## config.mk

```make
export PLATFORM = sky130hd
export DESIGN_NAME = uart_brk_tx
export DESIGN_NICKNAME = d
export VERILOG_FILES = /design/src/rtl/uart_brk_pkg.sv /design/src/rtl/uart_brk_baud.sv /design/src/rtl/uart_brk_shift.sv /design/src/rtl/uart_brk_pinmux.sv /design/src/rtl/uart_brk_tx.sv
export SDC_FILE = /design/constraint.sdc
export NUM_CORES = 1
export LEC_CHECK = 0
export ABC_CLOCK_PERIOD_IN_PS = 3730
export BUFFER_PORTS_ARGS = -buffer_cell sky130_fd_sc_hd__buf_2
export CAP_MARGIN = 15
export CORE_MARGIN = 2
export CORE_UTILIZATION = 50
export CTS_CLUSTER_DIAMETER = 100
export CTS_CLUSTER_SIZE = 8
export DETAILED_ROUTE_END_ITERATION = 8
export GPL_ROUTABILITY_DRIVEN = 0
export PLACE_DENSITY = 0.73
export SYNTH_ARGS = -nofsm -noshare
export SYNTH_HDL_FRONTEND = slang
export SYNTH_SLANG_ARGS = --single-unit
```

## constraint.sdc

```tcl
create_clock -name clk -period 3.73 [get_ports clk]
set_input_delay 0.1865 -clock clk [delete_from_list [all_inputs] [get_ports clk]]
set_output_delay 0.1865 -clock clk [all_outputs]
set_load 0.05 [all_outputs]
```

## src/rtl/uart_brk_pkg.sv

```systemverilog
package uart_brk_pkg;

  typedef enum logic {
    ST_IDLE = 1'b0,
    ST_SEND = 1'b1
  } tx_state_e;

  // True when a sub-bit counter sits on its final count.
  function automatic logic at_limit(input int unsigned cnt, input int unsigned limit);
    return cnt == limit - 1;
  endfunction

  // Line level sent while idle.
  localparam logic MARK = 1'b1;

endpackage

```

## src/rtl/uart_brk_baud.sv

```systemverilog
module uart_brk_baud #(
  parameter int unsigned OVERSAMPLE = 16
) (
  input  logic clk,
  input  logic rst_n,
  input  logic clr,
  input  logic run,
  input  logic tick16,
  output logic bit_end
);
  import uart_brk_pkg::*;

  localparam int unsigned CW = (OVERSAMPLE > 1) ? $clog2(OVERSAMPLE) : 1;

  logic [CW-1:0] sub_q;

  assign bit_end = run && tick16 && at_limit(int'(sub_q), OVERSAMPLE);

  always_ff @(posedge clk or negedge rst_n) begin
    if (!rst_n) begin
      sub_q <= '0;
    end else if (clr || !run) begin
      sub_q <= '0;
    end else if (tick16) begin
      if (bit_end) sub_q <= '0;
      else         sub_q <= sub_q + 1'b1;
    end
  end

endmodule

```

## src/rtl/uart_brk_shift.sv

```systemverilog
module uart_brk_shift #(
  parameter int unsigned DATA_W    = 8,
  parameter int unsigned STOP_BITS = 1
) (
  input  logic              clk,
  input  logic              rst_n,
  input  logic              flush,
  input  logic              load,
  input  logic [DATA_W-1:0] data,
  input  logic              bit_end,
  output logic              busy,
  output logic              line,
  output logic              last_bit
);
  import uart_brk_pkg::*;

  localparam int unsigned FRAME_LEN = 1 + DATA_W + STOP_BITS;
  localparam int unsigned IW        = $clog2(FRAME_LEN);

  tx_state_e             st_q;
  logic [FRAME_LEN-1:0]  sh_q;
  logic [IW-1:0]         idx_q;

  assign busy     = (st_q == ST_SEND);
  assign line     = busy ? sh_q[0] : MARK;
  assign last_bit = busy && at_limit(int'(idx_q), FRAME_LEN);

  always_ff @(posedge clk or negedge rst_n) begin
    if (!rst_n) begin
      st_q  <= ST_IDLE;
      sh_q  <= '1;
      idx_q <= '0;
    end else if (flush) begin
      st_q  <= ST_IDLE;
      sh_q  <= '1;
      idx_q <= '0;
    end else if (load) begin
      st_q  <= ST_SEND;
      sh_q  <= {{STOP_BITS{1'b1}}, data, 1'b0};
      idx_q <= '0;
    end else if (bit_end) begin
      sh_q  <= {1'b1, sh_q[FRAME_LEN-1:1]};
      if (last_bit) begin
        st_q  <= ST_IDLE;
        idx_q <= '0;
      end else begin
        idx_q <= idx_q + 1'b1;
      end
    end
  end

endmodule

```

## src/rtl/uart_brk_pinmux.sv

```systemverilog
module uart_brk_pinmux (
  input  logic tx_en,
  input  logic line,
  input  logic port_oe,
  input  logic port_lvl,
  output logic pin_out,
  output logic pin_oe
);
  always_comb begin
    if (tx_en) begin
      pin_oe  = 1'b1;
      pin_out = line;
    end else begin
      pin_oe  = port_oe;
      pin_out = port_lvl;
    end
  end
endmodule

```

## src/rtl/uart_brk_tx.sv

```systemverilog
module uart_brk_tx #(
  parameter int unsigned DATA_W     = 8,
  parameter int unsigned OVERSAMPLE = 16,
  parameter int unsigned STOP_BITS  = 1
) (
  input  logic              clk,
  input  logic              rst_n,
  input  logic              tick16,
  input  logic              tx_en,
  input  logic              port_oe,
  input  logic              port_lvl,
  input  logic              wr_valid,
  input  logic [DATA_W-1:0] wr_data,
  output logic              wr_ready,
  output logic              busy,
  output logic              pin_out,
  output logic              pin_oe
);

  logic accept;
  logic bit_end;
  logic last_bit;
  logic line;
  logic flush;

  assign flush    = !tx_en;
  assign wr_ready = tx_en && !busy;
  assign accept   = wr_valid && wr_ready;

  uart_brk_baud #(.OVERSAMPLE(OVERSAMPLE)) u_baud (
    .clk     (clk),
    .rst_n   (rst_n),
    .clr     (accept || flush),
    .run     (busy),
    .tick16  (tick16),
    .bit_end (bit_end)
  );

  uart_brk_shift #(.DATA_W(DATA_W), .STOP_BITS(STOP_BITS)) u_shift (
    .clk      (clk),
    .rst_n    (rst_n),
    .flush    (flush),
    .load     (accept),
    .data     (wr_data),
    .bit_end  (bit_end),
    .busy     (busy),
    .line     (line),
    .last_bit (last_bit)
  );

  uart_brk_pinmux u_mux (
    .tx_en    (tx_en),
    .line     (line),
    .port_oe  (port_oe),
    .port_lvl (port_lvl),
    .pin_out  (pin_out),
    .pin_oe   (pin_oe)
  );

endmodule

```

Word level (Yosys, flattened, before mapping)
Index checks and enable logic that the tools add are counted.

Flip-flop bits (word level): 19. Input bits: 15. Output and inout bits: 4. Word-level logic and storage cells: 38.

$add $sub $neg: 2. Eq/ne operators: 4. Mux-type cells: 17. Reductions and logical operators: 11.

Operators with widths (number): $mux W10 (3); $mux W4 (7); $add A4 B1 Y4 const B (2); $eq A4 B4 Y1 const B (2); $mux W1 (7); $ne A3 B1 Y1 const B (2); $logic_and A1 B1 Y1 (5); $logic_not A1 Y1 (2); $logic_or A1 B1 Y1 (2); $reduce_and A2 Y1 (1); $reduce_bool A2 Y1 (1).

Logic depth before layout (Yosys ltp)
Depth in word-level cells: 6. Depth in mapped cells: 6. Depth with buffers taken out: 6.

Modules after synthesis
Synthesis repeated with hierarchy kept, for this count alone.

Cell total of the unflattened synthesis: 98. Area, all modules: 1058.5 um^2.

By module, submodules not included: uart_brk_shift (times used 1, cells each 68, area an instance 787.0 um^2, sequential area each 361.6 um^2); uart_brk_baud (times used 1, cells each 23, area an instance 224.0 um^2, sequential area each 100.1 um^2); uart_brk_tx (times used 1, cells each 5, area an instance 26.3 um^2, sequential area each 0.0 um^2); uart_brk_pinmux (times used 1, cells each 2, area an instance 21.3 um^2, sequential area each 0.0 um^2).

Worst setup path after synthesis
No wires, ideal clock.

Kind: register to register. From: register u_shift.st_q, in the netlist u_shift.busy. To: register u_shift.sh_q[8]. Setup time: 77 ps. Arrival: 1827 ps. Data required time: 3653 ps. Slack: 1826 ps. Cell stages (with the launch flop): 5. Path buffers: 0. Period minus slack after synthesis: 1904 ps. Cells stage by stage: dfrtp_1 nor2b_1 and2_1 nor2_1 a31oi_1.

Longest elaborated chain between the ends: 5. Elaborated cells on any way between the ends: 8. Those cells by class: eq/ne (1); mux (2); reduce/logical (5).

Ends and longest elaborated chain: from (decl) (RTL line uart_brk_shift.sv:20) `tx_state_e st_q;`; from (signal assigned) (RTL line uart_brk_shift.sv:30) `st_q <= ST_IDLE;`; from (signal assigned) (RTL line uart_brk_shift.sv:34) `st_q <= ST_IDLE;`; from (signal assigned) (RTL line uart_brk_shift.sv:38) `st_q <= ST_SEND;`; $logic_not A1 Y1 (*) (RTL line uart_brk_tx.sv:27) `assign wr_ready = tx_en && !busy;`; $logic_and A1 B1 Y1 (*) (RTL line uart_brk_tx.sv:27); via wr_ready (RTL line uart_brk_tx.sv:14) `output logic wr_ready,`; $logic_and A1 B1 Y1 (*) (RTL line uart_brk_tx.sv:28) `assign accept = wr_valid && wr_ready;`; $mux W10 (RTL line uart_brk_shift.sv:37) `end else if (load) begin`; $mux W10 (RTL line uart_brk_shift.sv:33) `end else if (flush) begin`; to (signal assigned) (RTL line uart_brk_shift.sv:39) `sh_q <= {{STOP_BITS{1'b1}}, data, 1'b0};`; to (signal assigned) (RTL line uart_brk_shift.sv:42) `sh_q <= {1'b1, sh_q[FRAME_LEN-1:1]};`; to (decl) (RTL line uart_brk_shift.sv:21) `logic [FRAME_LEN-1:0] sh_q;`.

The timed path passes the listed nets; every way through them passes the cells marked *. A chain may end at the register's enable or synchronous reset.

Worst setup path after layout
From: register u_shift.st_q, in the netlist u_shift.busy. To: register u_shift.idx_q[3].

Longest elaborated chain between the ends: 5. Elaborated cells on any way between the ends: 11. Those cells by class: eq/ne (1); mux (4); reduce/logical (6).

Ends and longest elaborated chain: $logic_and A1 B1 Y1 / $logic_not A1 Y1 (equally long branches) (RTL line uart_brk_shift.sv:26, uart_brk_tx.sv:27); $mux W4 / $logic_and A1 B1 Y1 (equally long branches) (RTL line uart_brk_shift.sv:43, uart_brk_tx.sv:27); $mux W4 / $logic_and A1 B1 Y1 (equally long branches) (RTL line uart_brk_shift.sv:41, uart_brk_tx.sv:28); $mux W4 (RTL line uart_brk_shift.sv:37); $mux W4 (RTL line uart_brk_shift.sv:33); to (signal assigned) (RTL line uart_brk_shift.sv:47) `idx_q <= idx_q + 1'b1;`; to (decl) (RTL line uart_brk_shift.sv:22) `logic [IW-1:0] idx_q;`.

Parallel ways exist; a longest one is shown, timed or not. The select of a mux whose other input is x is not followed.

==> qor.csv <==
metric,value,unit
status,"finished, final reports clean",
dieArea,2320,um2
tightest_slew,0.479,ns
grt_max_degree,19,
synthToLayoutAreaGrowth,12.6,%
min_path_type,input pin to flip-flop,
grt_pass1_wl,2880,um
via_count,762,
clk_latency,0.29,ns
nNetsFinal,139,
critPathLaunchType,flip-flop,
die_y,48.2,um
worst_slew_margin_rel,68.0,%
routed_wirelength,1890,um
worstHoldStart,wr_data[4],
critPathCaptureType,flip-flop,
cts_buffer_depth,2,
ios,19,
period_minus_slack,1.69,ns
overflow,0,
synth_top_area_share,24.2,%
ant_nets,0,
peakVddDrop,0.187,mV
grt_pass1_vias,666,
cts_made_buffers,3,
ys.warnings.count,0,
hold_end,u_shift.sh_q[5],
hold_violations,0,
clock_skew,0.00572,ns
dr.pass1.iters,4,
drt-vias-per-instance,5.26,
power_density,368,nW/um2
drive_gt1_share,31.7,%
cts_tree,done,
rsz0062_at_grt,no,
fillerInstances,164,
r2r_start,u_shift.busy,
crit_fanout,11,
synth_area_leaders,"dfstp_2 (24%), dfrtp_1 (23%), a21oi_1 (8.2%)",
crit_arrival,1.88,ns
final_area,1100,um2
setup.worst_path.class,flip-flop to flip-flop,
r2r_end,u_shift.idx_q[3],
power_leakage,0.000551,uW
dp_hpwl,1340,um
fmax,0.592,GHz
drv_slew,0,
finalSetupViolCount,0,
synthesis.instances,101,
synth_fp_nets,119,
antenna_found_initial,0,
drt_iter0_markers,9,
die_w,48.2,um
synth_top_area_cell,dfstp_2,
root_buffer,clkbuf_4,
final.setup.tns,0,ns
r2r_cells,4,
antenna_cells,0,
core_area,1780,um2
clock-sinks,18,
min_path_cells,3,
cp.required,3.92,ns
place_area,1060,um2
yosysUniqueCellTypes,36,
grt_use_total,18.4,%
period_share,45.3,%
rows,15,
ff2ff_setup_slack,2.04,ns
ys_seq_elements,18,
port_buffers,18,
htreeDepth,1,
syn_area_per_cell,9.66,um2
initial_core_util,54.7,%
route.detailed.drc,0,
drv_cap,0,
ys_seq_area_share,47.3,%
wire_per_inst,13.0,um
synth_area,976,um2
clk_pin_slew,0.10,ns
==> layer usage <==
| layer | up-vias | GRT usage, % | share of wire (%) | wire, um |
|---|---|---|---|---|
| met3 | 2 | 6.67 | 3.9 | 74 |
| met2 | 13 | 30.5 | 46 | 861 |
| met4 | 0 | 4.86 | 0.64 | 12 |
| met1 | 353 | 22.5 | 50 | 938 |
| li1 | 394 | - | - | - |
| met5 | - | 0 | 0 | 0 |
==> final cells by class <==
class	instances	area, um2	share of cell area, %
Timing Repair Buffer	19	100	9.11
Inverter	2	7.51	0.683
Multi-Input combinational cell	77	472	42.9
Sequential cell	18	462	42.0
Tap cell	25	31.3	2.85
Clock buffer	4	26.3	2.39
==> cells in the final DEF, fill, tap and decap left out, types with 3 or more instances in the layout <==
master     n
nand2_1   12
nor2_1    12
dfstp_2    9
a31oi_1    3
clkbuf_4   3
and2_1     3
a21oi_1   16
buf_2     18
ha_1       3
dfrtp_1    9
==> logic make-up after synthesis <==
logic type	share of synthesized area [%]
AOI/OAI and AO/OA	17.9
xor gates and xnor gates	0.898
adders and majority gates	3.85
buffers and inverters	4.36
DFF	47.3
muxes	1.03
and+or+nand+nor	24.6
==> per-stage QoR <==
| stage | utilization [%] | instances | setup WS [ns] | total power, uW | hold WS [ns] |
|---|---|---|---|---|---|
| finish | 61.6 | 145 | 2.04 | 405 | 0.126 |
| global route | 61.6 | 145 | 1.89 | 430 | 0.113 |
| CTS | 61.6 | 145 | 2.03 | 410 | 0.121 |
| detailed placement | 59.6 | 140 | 2.04 | 311 | 0.131 |
| global placement | 59.6 | 140 | 2.12 | 308 | 0.131 |
| floorplan | - | 101 | 1.83 | 285 | -0.109 |
==> synthesized netlist by cell type <==
library cell	n
a21o_1	2
a21oi_1	16
a311oi_1	1
a31o_2	1
a31oi_1	3
and2_1	3
and2b_1	1
and3_1	1
and4_1	1
buf_2	1
buf_4	1
buf_6	2
dfrtp_1	9
dfstp_2	9
ha_1	3
inv_1	2
mux2i_1	1
nand2_1	12
nand2_2	1
nand2_4	1
nand2b_1	1
nand3_1	2
nand3b_1	2
nand4b_1	1
nor2_1	12
nor2_2	1
nor2b_1	1
nor3_1	2
nor3b_1	1
nor4b_2	1
o211ai_2	1
o22a_1	1
o22ai_1	1
o41ai_2	1
or2_2	1
xor2_1	1
==> worst max-delay path, cell delays in order (launching register included) <==
cell and delay (ns):
dfrtp_1 0.46, nand3b_1 0.45, nand3_1 0.36, o22ai_1 0.13, a21o_1 0.19
==> where the power goes <==
group	internal, uW	leakage, uW	total (uW)	switching [uW]
clock network	41.6	0.0000150	96.4	54.9
logic	26.2	0.000319	81.0	54.7
registers	215	0.000217	227	11.7
total	283	0.000551	405	121
==> how the worst max path moves through the flow <==
| stage | slack, ns | start | endpoint |
|---|---|---|---|
| after detailed placement | 2.04 | u_shift.busy | u_shift.idx_q[3] |
| final | 2.04 | u_shift.busy | u_shift.idx_q[3] |
| after CTS | 2.03 | u_shift.busy | u_shift.idx_q[3] |
| after global placement | 2.12 | u_shift.busy | u_shift.idx_q[3] |
| after floorplan | 1.83 | u_shift.busy | u_shift.sh_q[8] |
| after global routing | 1.89 | u_shift.busy | u_shift.idx_q[3] |
==> flip-flops by register name, indices dropped and copies added (netlist names) <==
register / cells
u_shift.busy: 1
u_shift.idx_q: 4
u_shift.sh_q: 9
u_baud.sub_q: 4
==> timing repair <==
action                    4_1_cts  5_1_grt
buffers inserted                0        0
gates resized for setup         0        0
hold buffers                    1        0
hold endpoints to repair        9        0
(Power assumes the default switching activity.)
